[config.mk]
export PLATFORM = sky130hd
export DESIGN_NAME = aperture_remap
export DESIGN_NICKNAME = d
export VERILOG_FILES = /design/src/rtl/aperture_pkg.sv /design/src/rtl/ap_range_check.sv /design/src/rtl/ap_page_table.sv /design/src/rtl/ap_flush_ctrl.sv /design/src/rtl/aperture_remap.sv
export SDC_FILE = /design/constraint.sdc
export NUM_CORES = 1
export LEC_CHECK = 0
export BUFFER_PORTS_ARGS = -buffer_cell sky130_fd_sc_hd__clkbuf_2
export CORE_UTILIZATION = 45
export CTS_CLUSTER_DIAMETER = 30
export DETAILED_ROUTE_END_ITERATION = 16
export MAX_ROUTING_LAYER = met4
export PLACE_DENSITY = 0.65
export SYNTH_ARGS = -nofsm -noshare
export SYNTH_HDL_FRONTEND = slang
export SYNTH_SLANG_ARGS = --single-unit
[constraint.sdc]
create_clock -name clk -period 4.55 [get_ports clk]
set_input_delay 0 -clock clk [delete_from_list [all_inputs] [get_ports clk]]
set_output_delay 0 -clock clk [all_outputs]
set_load 0.01 [all_outputs]
[src/rtl/aperture_pkg.sv]
// Shared definitions for the aperture remapper.
// Assumes a fixed 4096-byte page.
package aperture_pkg;
    localparam int unsigned PAGE_SHIFT = 12;

    // Result code returned with every translation.
    typedef enum logic [1:0] {
        FLT_NONE     = 2'd0,
        FLT_RANGE    = 2'd1,
        FLT_UNMAPPED = 2'd2
    } fault_e;
endpackage

[src/rtl/ap_range_check.sv]
// Window check and page split for one aperture address.
// Assumes ap_base is page aligned and the window fits in ADDR_W bits.
module ap_range_check
    import aperture_pkg::*;
#(
    parameter int unsigned ADDR_W    = 32,
    parameter int unsigned NUM_PAGES = 16,
    localparam int unsigned IDX_W    = $clog2(NUM_PAGES)
) (
    input  logic [ADDR_W-1:0]     addr_i,
    input  logic [ADDR_W-1:0]     base_i,
    output logic                  in_win_o,
    output logic [IDX_W-1:0]      idx_o,
    output logic [PAGE_SHIFT-1:0] off_o
);
    localparam logic [ADDR_W:0] WIN_BYTES = (ADDR_W+1)'(NUM_PAGES) << PAGE_SHIFT;

    logic [ADDR_W-1:0] rel;

    // Relative offset; an address below the base wraps to a large value.
    always_comb begin
        rel      = addr_i - base_i;
        in_win_o = ({1'b0, rel} < WIN_BYTES);
        idx_o    = rel[PAGE_SHIFT +: IDX_W];
        off_o    = rel[PAGE_SHIFT-1:0];
    end
endmodule

[src/rtl/ap_page_table.sv]
// Register-held page table: one valid flag and frame number per page.
// A write lands at its clock edge. Reads are combinational, so a lookup
// in the same cycle as a write still sees the old contents.
module ap_page_table #(
    parameter int unsigned NUM_PAGES = 16,
    parameter int unsigned PFN_W     = 24,
    localparam int unsigned IDX_W    = $clog2(NUM_PAGES)
) (
    input  logic             clk,
    input  logic             rst_n,
    input  logic             we_i,
    input  logic [IDX_W-1:0] widx_i,
    input  logic             wvalid_i,
    input  logic [PFN_W-1:0] wpfn_i,
    input  logic             inv_all_i,
    input  logic [IDX_W-1:0] ridx_i,
    output logic             rvalid_o,
    output logic [PFN_W-1:0] rpfn_o
);
    logic [NUM_PAGES-1:0] valid_q;
    logic [PFN_W-1:0]     pfn_q [NUM_PAGES];

    for (genvar g = 0; g < NUM_PAGES; g++) begin : g_entry
        // Update one entry; invalidate-all beats a write.
        always_ff @(posedge clk) begin
            if (!rst_n) begin
                valid_q[g] <= 1'b0;
                pfn_q[g]   <= '0;
            end else if (inv_all_i) begin
                valid_q[g] <= 1'b0;
            end else if (we_i && widx_i == IDX_W'(g)) begin
                valid_q[g] <= wvalid_i;
                pfn_q[g]   <= wpfn_i;
            end
        end
    end

    // Read port for the lookup path.
    always_comb begin
        rvalid_o = valid_q[ridx_i];
        rpfn_o   = pfn_q[ridx_i];
    end

    p_inv_clears_r7: assert property (@(posedge clk) disable iff (!rst_n)
        inv_all_i |=> (valid_q == '0));
endmodule

[src/rtl/ap_flush_ctrl.sv]
// Flush sequencer: holds a pending flag from flush_req until no response
// is in flight, then pulses done for one cycle.
module ap_flush_ctrl (
    input  logic clk,
    input  logic rst_n,
    input  logic flush_req_i,
    input  logic busy_i,
    output logic pend_o,
    output logic done_o
);
    logic pend_q, done_q;

    // Track the pending flush and raise done once drained.
    always_ff @(posedge clk) begin
        if (!rst_n) begin
            pend_q <= 1'b0;
            done_q <= 1'b0;
        end else begin
            done_q <= pend_q && !busy_i;
            if (flush_req_i)
                pend_q <= 1'b1;
            else if (pend_q && !busy_i)
                pend_q <= 1'b0;
        end
    end

    assign pend_o = pend_q;
    assign done_o = done_q;

    p_done_after_drain_r9: assert property (@(posedge clk) disable iff (!rst_n)
        done_q |-> !$past(busy_i));
endmodule

[src/rtl/aperture_remap.sv]
// Aperture page remapper top. Checks the window, looks up the page table
// and registers a physical address or fault one cycle after acceptance.
// Assumes ap_base is page aligned and stable while requests are active.
module aperture_remap
    import aperture_pkg::*;
#(
    parameter int unsigned ADDR_W    = 32,
    parameter int unsigned PA_W      = 36,
    parameter int unsigned NUM_PAGES = 16,
    localparam int unsigned IDX_W    = $clog2(NUM_PAGES),
    localparam int unsigned PFN_W    = PA_W - PAGE_SHIFT
) (
    input  logic              clk,
    input  logic              rst_n,
    input  logic [ADDR_W-1:0] ap_base,
    input  logic              req_valid,
    output logic              req_ready,
    input  logic [ADDR_W-1:0] req_addr,
    output logic              rsp_valid,
    input  logic              rsp_ready,
    output logic [PA_W-1:0]   rsp_paddr,
    output logic [1:0]        rsp_fault,
    input  logic              tbl_we,
    input  logic [IDX_W-1:0]  tbl_idx,
    input  logic              tbl_valid,
    input  logic [PFN_W-1:0]  tbl_pfn,
    input  logic              tbl_inv_all,
    input  logic              flush_req,
    output logic              flush_done
);
    logic                  in_win;
    logic [IDX_W-1:0]      idx;
    logic [PAGE_SHIFT-1:0] off;
    logic                  ent_valid;
    logic [PFN_W-1:0]      ent_pfn;
    logic                  flush_pend;
    logic                  accept;
    logic                  rsp_valid_q;
    logic [PA_W-1:0]       paddr_q;
    fault_e                fault_q;

    ap_range_check #(.ADDR_W(ADDR_W), .NUM_PAGES(NUM_PAGES)) u_range (
        .addr_i(req_addr), .base_i(ap_base),
        .in_win_o(in_win), .idx_o(idx), .off_o(off)
    );

    ap_page_table #(.NUM_PAGES(NUM_PAGES), .PFN_W(PFN_W)) u_table (
        .clk(clk), .rst_n(rst_n),
        .we_i(tbl_we), .widx_i(tbl_idx), .wvalid_i(tbl_valid), .wpfn_i(tbl_pfn),
        .inv_all_i(tbl_inv_all), .ridx_i(idx),
        .rvalid_o(ent_valid), .rpfn_o(ent_pfn)
    );

    ap_flush_ctrl u_flush (
        .clk(clk), .rst_n(rst_n), .flush_req_i(flush_req),
        .busy_i(rsp_valid_q), .pend_o(flush_pend), .done_o(flush_done)
    );

    // Accept when not flushing and the response slot is free or emptying.
    always_comb begin
        req_ready = !flush_pend && (!rsp_valid_q || rsp_ready);
        accept    = req_valid && req_ready;
    end

    // Response register: load on accept, clear when consumed.
    always_ff @(posedge clk) begin
        if (!rst_n) begin
            rsp_valid_q <= 1'b0;
            paddr_q     <= '0;
            fault_q     <= FLT_NONE;
        end else if (accept) begin
            rsp_valid_q <= 1'b1;
            if (!in_win) begin
                paddr_q <= '0;
                fault_q <= FLT_RANGE;
            end else if (!ent_valid) begin
                paddr_q <= '0;
                fault_q <= FLT_UNMAPPED;
            end else begin
                paddr_q <= {ent_pfn, off};
                fault_q <= FLT_NONE;
            end
        end else if (rsp_ready) begin
            rsp_valid_q <= 1'b0;
        end
    end

    assign rsp_valid = rsp_valid_q;
    assign rsp_paddr = paddr_q;
    assign rsp_fault = fault_q;

    p_latency_r2: assert property (@(posedge clk) disable iff (!rst_n)
        (req_valid && req_ready) |=> rsp_valid);
    p_hold_r8: assert property (@(posedge clk) disable iff (!rst_n)
        (rsp_valid && !rsp_ready) |=> (rsp_valid && $stable(rsp_paddr) && $stable(rsp_fault)));
    p_no_accept_flush_r9: assert property (@(posedge clk) disable iff (!rst_n)
        flush_pend |-> !req_ready);
    p_fault_no_addr_r3: assert property (@(posedge clk) disable iff (!rst_n)
        (rsp_valid && rsp_fault != 2'd0) |-> (rsp_paddr == '0));
endmodule

==> results of run 1 <==
## how the worst max path moves through the flow
stage / slack [ns] / startpoint / to / cells past startpoint
after floorplan: 1.39 / req_addr[0] / rsp_paddr[19] / 16
after global placement: 0.75 / req_addr[0] / rsp_paddr[31] / 15
after detailed placement: 0.72 / req_addr[0] / rsp_paddr[31] / 15
after CTS: 0.83 / ap_base[0] / rsp_paddr[31] / 15
after global routing: 0.64 / ap_base[0] / rsp_paddr[31] / 15
final: 0.84 / ap_base[0] / rsp_paddr[35] / 15
## sequential cells by signal, summed over array words and instances, names as in the netlist
register,cells
u_flush.done_o,1
rsp_fault,2
u_flush.pend_o,1
u_table.pfn_q,384
u_table.valid_q,16
rsp_valid,1
rsp_paddr,36
## report_power, final
group	switching, uW	internal, uW	leakage [uW]	total (uW)
Clock	2220	4340	0.00149	6560
Combinational	976	807	0.00475	1780
Sequential	52.5	4600	0.00412	4650
## Yosys cell counts, types with 8 or more instances
library cell	number	share of area, %
sky130_fd_sc_hd__nor3_1	13	0.30
sky130_fd_sc_hd__a21o_1	11	0.38
sky130_fd_sc_hd__nor2_1	47	0.81
sky130_fd_sc_hd__edfxtp_1	384	53
sky130_fd_sc_hd__mux2i_1	84	3.9
sky130_fd_sc_hd__inv_1	41	0.70
sky130_fd_sc_hd__o21ai_0	36	0.83
sky130_fd_sc_hd__nand2b_1	18	0.52
sky130_fd_sc_hd__dfxtp_1	57	5.2
sky130_fd_sc_hd__o21a_1	9	0.31
sky130_fd_sc_hd__nor2b_1	9	0.26
sky130_fd_sc_hd__nand3_1	19	0.44
sky130_fd_sc_hd__and2_1	390	11
sky130_fd_sc_hd__a211oi_1	10	0.34
sky130_fd_sc_hd__xnor2_1	14	0.56
sky130_fd_sc_hd__a21oi_1	43	0.99
sky130_fd_sc_hd__mux4_2	96	9.9
sky130_fd_sc_hd__nand2_1	62	1.1
sky130_fd_sc_hd__ha_1	31	1.8
sky130_fd_sc_hd__a22o_1	36	1.4
sky130_fd_sc_hd__nand4_1	8	0.23
sky130_fd_sc_hd__clkbuf_1	93	1.6
sky130_fd_sc_hd__a22oi_1	9	0.31
sky130_fd_sc_hd__buf_2	10	0.23
## stage by stage
stage	instances	util [%]
3_5_place_dp	2321	48.8
6_report	2562	56.6
2_1_floorplan	1630	-
3_3_place_gp	2321	48.8
4_1_cts	2561	56.6
5_1_grt	2562	56.6
## cell families (layout without fill, tap and decap cells)
kind of cell,after synthesis,in the layout,share of synthesized area [%]
XOR/XNOR,18,18,0.757
AND/OR/NAND/NOR,596,596,15.9
AO/OA/AOI/OAI,203,203,6.58
adder cells (fa/ha/maj),32,32,1.87
buffers and inverters,159,475,3.07
flip-flops,441,441,58.0
other,0,1,0
multiplexers,181,181,13.8
## layer usage
metal / vias up / share of wire (%)
met5: - / 0
met2: 681 / 47
met4: 0 / 2.5
li1: 6540 / -
met1: 7394 / 41
met3: 119 / 8.8
## worst max-delay path: cells and delay by family
kind                       cells  cell delay [ns]
buffers and inverters          3             1.11
adders and majority gates      2             0.65
xor gates and xnor gates       1             0.19
AOI/OAI and AO/OA              4             0.94
muxes                          3             1.03
and+or+nand+nor                2             0.25
## cell type report
class,count,area (um^2),share of cell area [%]
Antenna cell,1,2.50,0.00923
Inverter,41,154,0.568
Sequential cell,441,12700,46.8
Clock buffer,110,2430,8.98
Timing Repair Buffer,259,1810,6.67
Tap cell,615,769,2.84
Multi-Input combinational cell,1030,8590,31.7
Clock inverter,65,671,2.47
## what timing repair did
item / in CTS / in global routing
setup endpoints to repair: 0 / 0
endpoints found under the hold margin: 416 / 0
hold buffers: 65 / 0
==> reports/results.tsv, run 1 <==
metric	value	unit
status	finished clean	
Max Fanout on Critical Path	60	
Row Count	80	
critical setup path kind	input pin to flip-flop	
total power	13000	uW
Pwr Density	479	nW/um^2
finished layout cell area	27100	um^2
clock buffers created by TritonCTS	93	
main flop type after synthesis	sky130_fd_sc_hd__edfxtp_1	
Post-Synthesis Mean Instance Area	13.4	um^2
sum of net half-perimeters after detailed placement	35500	um
global route overflow	0	
count of fill cells added during filler insertion	3796	
EDFF count, synth	384	
Hold Path Cell Cnt	5	
Layout Area Growth over Synthesis	24.1	%
depth of the most critical reg-to-reg path	12	
Worst R2R Setup Slack	1.33	ns
crit-path cells	dlygate4sd3_1 > clkbuf_2 > ha_1 > fa_1 > nand2b_1 > a21oi_1 > o21a_1 > nor2_2 > o21ai_1 > xnor2_4 > buf_12 > mux4_2 > mux2i_1 > mux2i_1 > a22o_1	
met2 track utilization from global routing	40.4	%
upper clock frequency limit	0.269	GHz
global-route track usage on met3	5.45	%
Critical Path AT	4.23	ns
GR peak layer	met2	
routed wirelength normalized by instance count	23.9	um
Final Skew	0.0199	ns
I/O pins	141	
reported max-cap violation count	0	
Die Outline Area	49400	um^2
least setup slack across all paths after layout	0.838	ns
Max Transition Viols Final	0	
most frequent cell on the critical path	sky130_fd_sc_hd__mux2i_1	
aggregate global-route resource usage	25.8	%
cell area after technology mapping	21800	um^2
count of endpoints failing setup in the final report	0	
number of iterations in the first detailed-routing pass	6	
slew of the pin with the lowest slew margin	1.23	ns
fraction of layout instances using a drive strength above 1	24.1	%
worst min path class	input pin to flip-flop	
cells resized by post-CTS repair	0	
core area	47800	um^2
largest stage delay on the critical path	0.59	ns
most common cell after layout, fill and taps aside	sky130_fd_sc_hd__and2_1	
first-pass GRT wire length	91600	um
average vias per placed instance	5.75	
endpoint class of the critical path	flip-flop	
fin nets	1998	
sink count of the clock tree	441	
Setup crit start kind	input pin	
Worst Hold Margin	0.0182	ns
share of the clock period used by the worst path	81.6	%
most frequent cells in the layout	390 x sky130_fd_sc_hd__and2_1, 384 x sky130_fd_sc_hd__edfxtp_1, 140 x sky130_fd_sc_hd__clkbuf_2, 96 x sky130_fd_sc_hd__mux4_2, 94 x sky130_fd_sc_hd__clkbuf_16	
post-route DRC violation count	0	
remaining number of nets flagged by the antenna check after routing	0	
worst r2r dst	rsp_paddr[9]	
Hold Startpoint	ap_base[4]	
RSZ-0062 raised after global routing	no	
worst slack, placed	0.719	ns
Total Wirelength	61200	um
required time at the endpoint of the critical path	5.07	ns
start of the worst register-to-register path	rsp_valid	
Final Hold Viols	0	
sequential-to-total area share from yosys stat	58.0	%
setup TNS after final layout	0	ns
number of setup buffers added after CTS	0	
Syn Nets	1762	
total number of H-tree levels	3	
Leakage	0.0104	uW
largest net degree at the start of global routing	97	
GPL Wtd Cong	0.850	
library cells used by synthesis	71	
Root Buffer	sky130_fd_sc_hd__clkbuf_16	
vias in the first global route	14800	
number of storage elements in the synthesis netlist	441	
clock insertion delay at the later pin of the skew report	0.63	ns
Mapped Cells	1630	
worst max-slew margin expressed relative to the limit	17.4	%
die width	222	um
register clock-pin slew on the reported worst setup and hold paths	0.05	ns
clock tree from TritonCTS	yes	
slowest stage cell on the critical path	sky130_fd_sc_hd__mux4_2	
routed via count	14700	
Max VDD drop	0.266	mV
largest buffer count on any clock path	3	
Final Critical Period	3.71	ns
Synth Warn #	0	
count of input and output buffers	140	
Cell Area, Placed	23300	um^2
Die Y	222	um
fraction of met1 tracks used by global routing	33.5	%
async set-or-reset flop fraction in the synthesized netlist	0	%
starting utilization of the core area	45.6	%
First DRT Iteration DRCs	1617	
hold worst-path end	rsp_paddr[4]	
initial antenna violation count	4	
Note: power is estimated with default switching activity, not from simulation.
==> inputs of run 2 (changes only) <==
clock period = 3.64 ns   (was 4.55 ns; I/O delays follow)
==> reports/results.tsv, run 2 (same netlist as run 1, synthesis figures left out) <==
metric	value	unit	change
Worst Hold Margin	0.0345	ns	+0.0163 ns
endpoint class of the critical path	flip-flop		
slew of the pin with the lowest slew margin	1.05	ns	-0.180 ns
Final Skew	0.0261	ns	+0.00623 ns
Pwr Density	594	nW/um^2	+24%
RSZ-0062 raised after global routing	no		
setup TNS after final layout	0	ns	unchanged
count of input and output buffers	140		unchanged
clock tree from TritonCTS	yes		
Die Outline Area	49400	um^2	unchanged
Critical Path AT	3.90	ns	-0.33 ns
die width	222	um	unchanged
Cell Area, Placed	23600	um^2	+1.3%
sum of net half-perimeters after detailed placement	36900	um	+4.1%
flip-flop count of the largest register, all copies and words added	384		unchanged
top cell family by delay on the critical path	buffers and inverters		
average vias per placed instance	5.68		-1.2%
Max Transition Viols Final	0		unchanged
slowest stage cell on the critical path	sky130_fd_sc_hd__dlygate4sd3_1		
Total Wirelength	62100	um	+1.6%
finished layout cell area	27400	um^2	+1.1%
starting utilization of the core area	45.6	%	unchanged
reported max-cap violation count	0		unchanged
largest buffer count on any clock path	3		unchanged
clock insertion delay at the later pin of the skew report	0.63	ns	about the same
I/O pins	141		unchanged
Max VDD drop	0.366	mV	+38%
Layout Area Growth over Synthesis	25.5	%	
Max Fanout on Critical Path	27		-55%
start of the worst register-to-register path	rsp_valid		
count of endpoints failing setup in the final report	0		unchanged
Row Count	80		unchanged
status	finished clean		
routed via count	14700		-0.15%
sink count of the clock tree	441		unchanged
buffering stage count on the worst path with inverters included	4		+1
aggregate global-route resource usage	26.2	%	+0.40 points
required time at the endpoint of the critical path	4.16	ns	-0.91 ns
post-route DRC violation count	0		unchanged
Final Hold Viols	0		unchanged
Die Y	222	um	unchanged
core area	47800	um^2	unchanged
initial antenna violation count	2		-2
register name with the most flops	u_table.pfn_q		
most common cell after layout, fill and taps aside	sky130_fd_sc_hd__and2_1		
fraction of layout instances using a drive strength above 1	25.0	%	+0.92 points
worst min path class	input pin to flip-flop		
Final Critical Period	3.39	ns	
Setup crit start kind	input pin		
First DRT Iteration DRCs	1659		+2.6%
first-pass GRT wire length	92300	um	+0.75%
vias in the first global route	14800		-0.088%
total number of H-tree levels	3		unchanged
GPL Wtd Cong	0.873		+2.7%
number of iterations in the first detailed-routing pass	5		-1
fin nets	2026		+1.4%
clock buffers created by TritonCTS	91		-2.2%
remaining number of nets flagged by the antenna check after routing	0		unchanged
Root Buffer	sky130_fd_sc_hd__clkbuf_16		
most frequent cells in the layout	390 x sky130_fd_sc_hd__and2_1, 384 x sky130_fd_sc_hd__edfxtp_1, 140 x sky130_fd_sc_hd__clkbuf_2, 96 x sky130_fd_sc_hd__mux4_2, 92 x sky130_fd_sc_hd__clkbuf_16		
register clock-pin slew on the reported worst setup and hold paths	0.05	ns	about the same
largest net degree at the start of global routing	49		-49%
critical setup path kind	input pin to flip-flop		
Leakage	0.0105	uW	+1.7%
Worst R2R Setup Slack	0.47	ns	-0.86 ns
crit-path cells	dlygate4sd3_1 > clkbuf_2 > ha_1 > fa_1 > nand2b_1 > a21oi_1 > o21a_1 > nor2_2 > o21ai_2 > xnor2_4 > buf_12 > buf_12 > mux4_2 > mux2i_1 > mux2i_1 > a22o_1		
share of the clock period used by the worst path	93.1	%	
routed wirelength normalized by instance count	24.0	um	+0.53%
global route overflow	0		unchanged
upper clock frequency limit	0.295	GHz	
launching element of the worst setup path	ap_base[0]		
Hold Startpoint	req_valid		
largest stage delay on the critical path	0.55	ns	-0.04 ns
worst max-slew margin expressed relative to the limit	29.5	%	+12 points
## run 2: area by class of cell
cell class                 instances  area, um^2
clock inverter                    63         712
antenna                            3        7.51
multi-input combinational       1030        8590
timing repair buffer             289        2130
fill                            3733       20500
clock buffer                     106        2350
tap                              615         769
inverter                          41         154
sequential                       441       12700
## run 2: worst paths after layout
kind / end / cells past startpoint
worst min-delay path: rsp_fault[0] / 4
worst max register to register: rsp_paddr[26] / 11
worst min register to register: rsp_paddr[3] / 1
worst max-delay path: rsp_paddr[34] / 16
## run 2: per-layer routing
layer	vias up	GRT usage (%)	share of wire, %
met5	-	-	0
met4	0	8.89	2.4
met3	106	5.70	8.7
met2	667	40.6	47
met1	7332	34.3	42
li1	6607	-	-
## run 2: what timing repair did
item | in CTS | in global routing
hold buffers | 65 | 0
endpoints found under the setup margin | 0 | 36
resized for setup | 0 | 1
setup buffers | 0 | 3
endpoints found under the hold margin | 414 | 0
## run 2: worst min-delay path: stages
cell,delay (ns)
sky130_fd_sc_hd__clkbuf_2,0.08
sky130_fd_sc_hd__nor3b_1,0.15
sky130_fd_sc_hd__buf_4,0.16
sky130_fd_sc_hd__o211a_1,0.20
## run 2: metrics by stage
step                      setup WS [ns]  total power (uW)  utilization [%]  instances
final                             0.252             16300             57.3       2588
after global routing             0.0156             16800             57.3       2587
after CTS                        0.0810             16400             57.2       2582
after global placement           0.0403              8070             49.4       2348
after detailed placement         0.0139              8110             49.4       2348
after floorplan                   0.482              7430                -       1630
## run 2: where the power goes
group	total, uW	internal, uW	switching (uW)
Sequential	5820	5750	68.2
Clock	8180	5430	2750
Combinational	2280	1090	1190
Total	16300	12300	4010
==> inputs of run 3 (changes only) <==
CORE_MARGIN = 4   (was unset)
==> reports/results.tsv, run 3 (same netlist as run 1, synthesis figures left out) <==
metric	value	unit	change
status	finished clean		
Max Fanout on Critical Path	28		+3.7%
largest net degree at the start of global routing	49		unchanged
share of total power in the clock network	51.3	%	+1.1 points
Critical Path AT	4.03	ns	+0.13 ns
I/O pins	141		unchanged
switching pwr	4070	uW	+1.7%
Leakage	0.0106	uW	+0.75%
slowest stage cell on the critical path	sky130_fd_sc_hd__dlygate4sd3_1		
endpoint class of the critical path	flip-flop		
Die Outline Area	52100	um^2	+5.5%
count of fill cells added during filler insertion	3759		+0.70%
worst max-slew margin expressed relative to the limit	16.2	%	-13 points
fin nets	2028		+0.099%
routed via count	14800		+0.73%
endpoint of the worst setup timing path	rsp_paddr[35]		
finished layout cell area	27600	um^2	+0.70%
GPL Wtd Cong	0.903		+3.4%
starting utilization of the core area	45.6	%	unchanged
clock tree from TritonCTS	yes		
initial antenna violation count	4		+2
reported max-cap violation count	0		unchanged
total number of H-tree levels	3		unchanged
Max VDD drop	0.359	mV	-1.9%
setup TNS after final layout	0	ns	unchanged
count of endpoints failing setup in the final report	0		unchanged
Die Y	228	um	+2.7%
Row Count	80		unchanged
largest buffer count on any clock path	3		unchanged
post-route DRC violation count	0		unchanged
critical setup path kind	input pin to flip-flop		
worst min path class	input pin to flip-flop		
routed wirelength normalized by instance count	24.7	um	+2.9%
number of iterations in the first detailed-routing pass	5		unchanged
required time at the endpoint of the critical path	4.19	ns	+0.03 ns
Max Transition Viols Final	0		unchanged
most frequent cells in the layout	390 x sky130_fd_sc_hd__and2_1, 384 x sky130_fd_sc_hd__edfxtp_1, 140 x sky130_fd_sc_hd__clkbuf_2, 96 x sky130_fd_sc_hd__mux4_2, 94 x sky130_fd_sc_hd__clkbuf_16		
upper clock frequency limit	0.288	GHz	-2.5%
sum of net half-perimeters after detailed placement	38500	um	+4.3%
fraction of layout instances using a drive strength above 1	25.4	%	+0.39 points
core area	47800	um^2	unchanged
Internal	12700	uW	+3.2%
most common cell after layout, fill and taps aside	sky130_fd_sc_hd__and2_1		
vias in the first global route	15300		+3.4%
Final Hold Viols	0		unchanged
clock insertion delay at the later pin of the skew report	0.62	ns	about the same
register clock-pin slew on the reported worst setup and hold paths	0.05	ns	about the same
Final Critical Period	3.47	ns	+0.0866 ns
First DRT Iteration DRCs	1489		-10%
share of the clock period used by the worst path	95.5	%	+2.4 points
Cell Area, Placed	23700	um^2	+0.34%
clock buffers created by TritonCTS	93		+2.2%
die width	228	um	+2.7%
Layout Area Growth over Synthesis	26.4	%	
crit-path cells	dlygate4sd3_1 > clkbuf_2 > ha_1 > fa_1 > nand2b_1 > a21o_1 > a2111oi_0 > nor3_1 > xnor2_1 > nor4b_1 > buf_4 > o2111a_1 > nand4_2 > nor3b_4 > buf_12 > a22o_1		
depth of the most critical reg-to-reg path	11		unchanged
slew of the pin with the lowest slew margin	1.26	ns	+0.202 ns
RSZ-0062 raised after global routing	no		
average vias per placed instance	5.72		+0.53%
sink count of the clock tree	441		unchanged
flip-flop count of the largest register, all copies and words added	384		unchanged
Pwr Density	607	nW/um^2	+2.1%
register name with the most flops	u_table.pfn_q		
global route overflow	0		unchanged
Comb power frac	13.9	%	about the same
start of the worst register-to-register path	rsp_valid		
worst r2r dst	rsp_paddr[35]		
Total Wirelength	64000	um	+3.1%
aggregate global-route resource usage	25.1	%	-1.1 points
remaining number of nets flagged by the antenna check after routing	0		unchanged
Setup crit start kind	input pin		
relative contribution of sequential cells to total power	34.8	%	-0.9 points
launching element of the worst setup path	ap_base[0]		
Final Skew	0.0182	ns	-0.00795 ns
Worst R2R Setup Slack	0.57	ns	+0.10 ns
switching share of total power	24.3	%	-0.27 points
Root Buffer	sky130_fd_sc_hd__clkbuf_16		
first-pass GRT wire length	95900	um	+3.9%
count of input and output buffers	140		unchanged
largest stage delay on the critical path	0.55	ns	about the same
run 3: cell count changes in the layout (fill, tap and decap cells not counted), sizes merged:
| cell | previous run | this run |
|---|---|---|
| dlygate4sd3 | 65 | 62 |
| clkinvlp | 5 | 7 |
| bufinv | 11 | 14 |
| clkinv | 37 | 30 |
| buf | 84 | 87 |
| inv | 51 | 53 |
| clkbuf | 246 | 251 |
run 3: timing repair:
item | CTS | global route
hold buffers | 62 | 0
resized for setup | 0 | 1
setup buffers | 0 | 2
hold endpoints to repair | 421 | 0
setup endpoints to repair | 0 | 21
run 3: worst max-delay path, delay by kind of cell:
family,cells,cell delay [ns]
xor gates and xnor gates,1,0.17
adders and majority gates,2,0.62
AOI/OAI and AO/OA,4,1.04
buffers and inverters,4,1.07
and+or+nand+nor,5,1.09
run 3: routing by layer:
layer	GRT usage (%)	routed length (um)	vias to the layer above	share of wire [%]
li1	-	-	6608	-
met1	32.5	26200	7350	41
met2	38.9	29700	713	46
met3	5.91	5980	148	9.3
met4	9.62	2160	0	3.4
met5	-	0	-	0
run 3: through the flow:
stage	util, %	hold WS, ns	power [uW]	setup WS, ns	std cells
CTS	57.6	0.000158	16800	0.197	2588
global placement	49.6	0.214	8140	0.117	2352
detailed placement	49.6	0.238	8170	0.0803	2352
global route	57.7	0.0547	17300	0.0502	2593
floorplan	-	0.117	7430	0.482	1630
finish	57.7	0.0180	16700	0.166	2593
run 3: cell type report:
class	instances	area (um^2)	share of cell area, %
Antenna cell	3	7.51	0.0272
Clock buffer	111	2440	8.83
Clock inverter	63	781	2.83
Inverter	41	154	0.558
Multi-Input combinational cell	1030	8590	31.1
Sequential cell	441	12700	45.9
Tap cell	615	769	2.79
Timing Repair Buffer	289	2170	7.88
run 3: worst min-delay path by stage:
stage               slack (ns)       start        endpoint  cells past startpoint
CTS                     0.0002  ap_base[8]    rsp_paddr[8]                      5
global route              0.05   req_valid    rsp_fault[0]                      4
floorplan                 0.12   flush_req  u_flush.pend_o                      2
finish                    0.02  ap_base[4]    rsp_paddr[4]                      5
global placement          0.21   flush_req  u_flush.pend_o                      3
detailed placement        0.24   flush_req  u_flush.pend_o                      3
run 3: power groups by stage:
stage          combinational, uW  clock, uW  sequential (uW)
6_report                    2330       8580             5820
3_5_place_dp                2260          0             5910
5_1_grt                     2510       8950             5830
4_1_cts                     2340       8660             5820
2_1_floorplan               1540          0             5890
3_3_place_gp                2240          0             5900
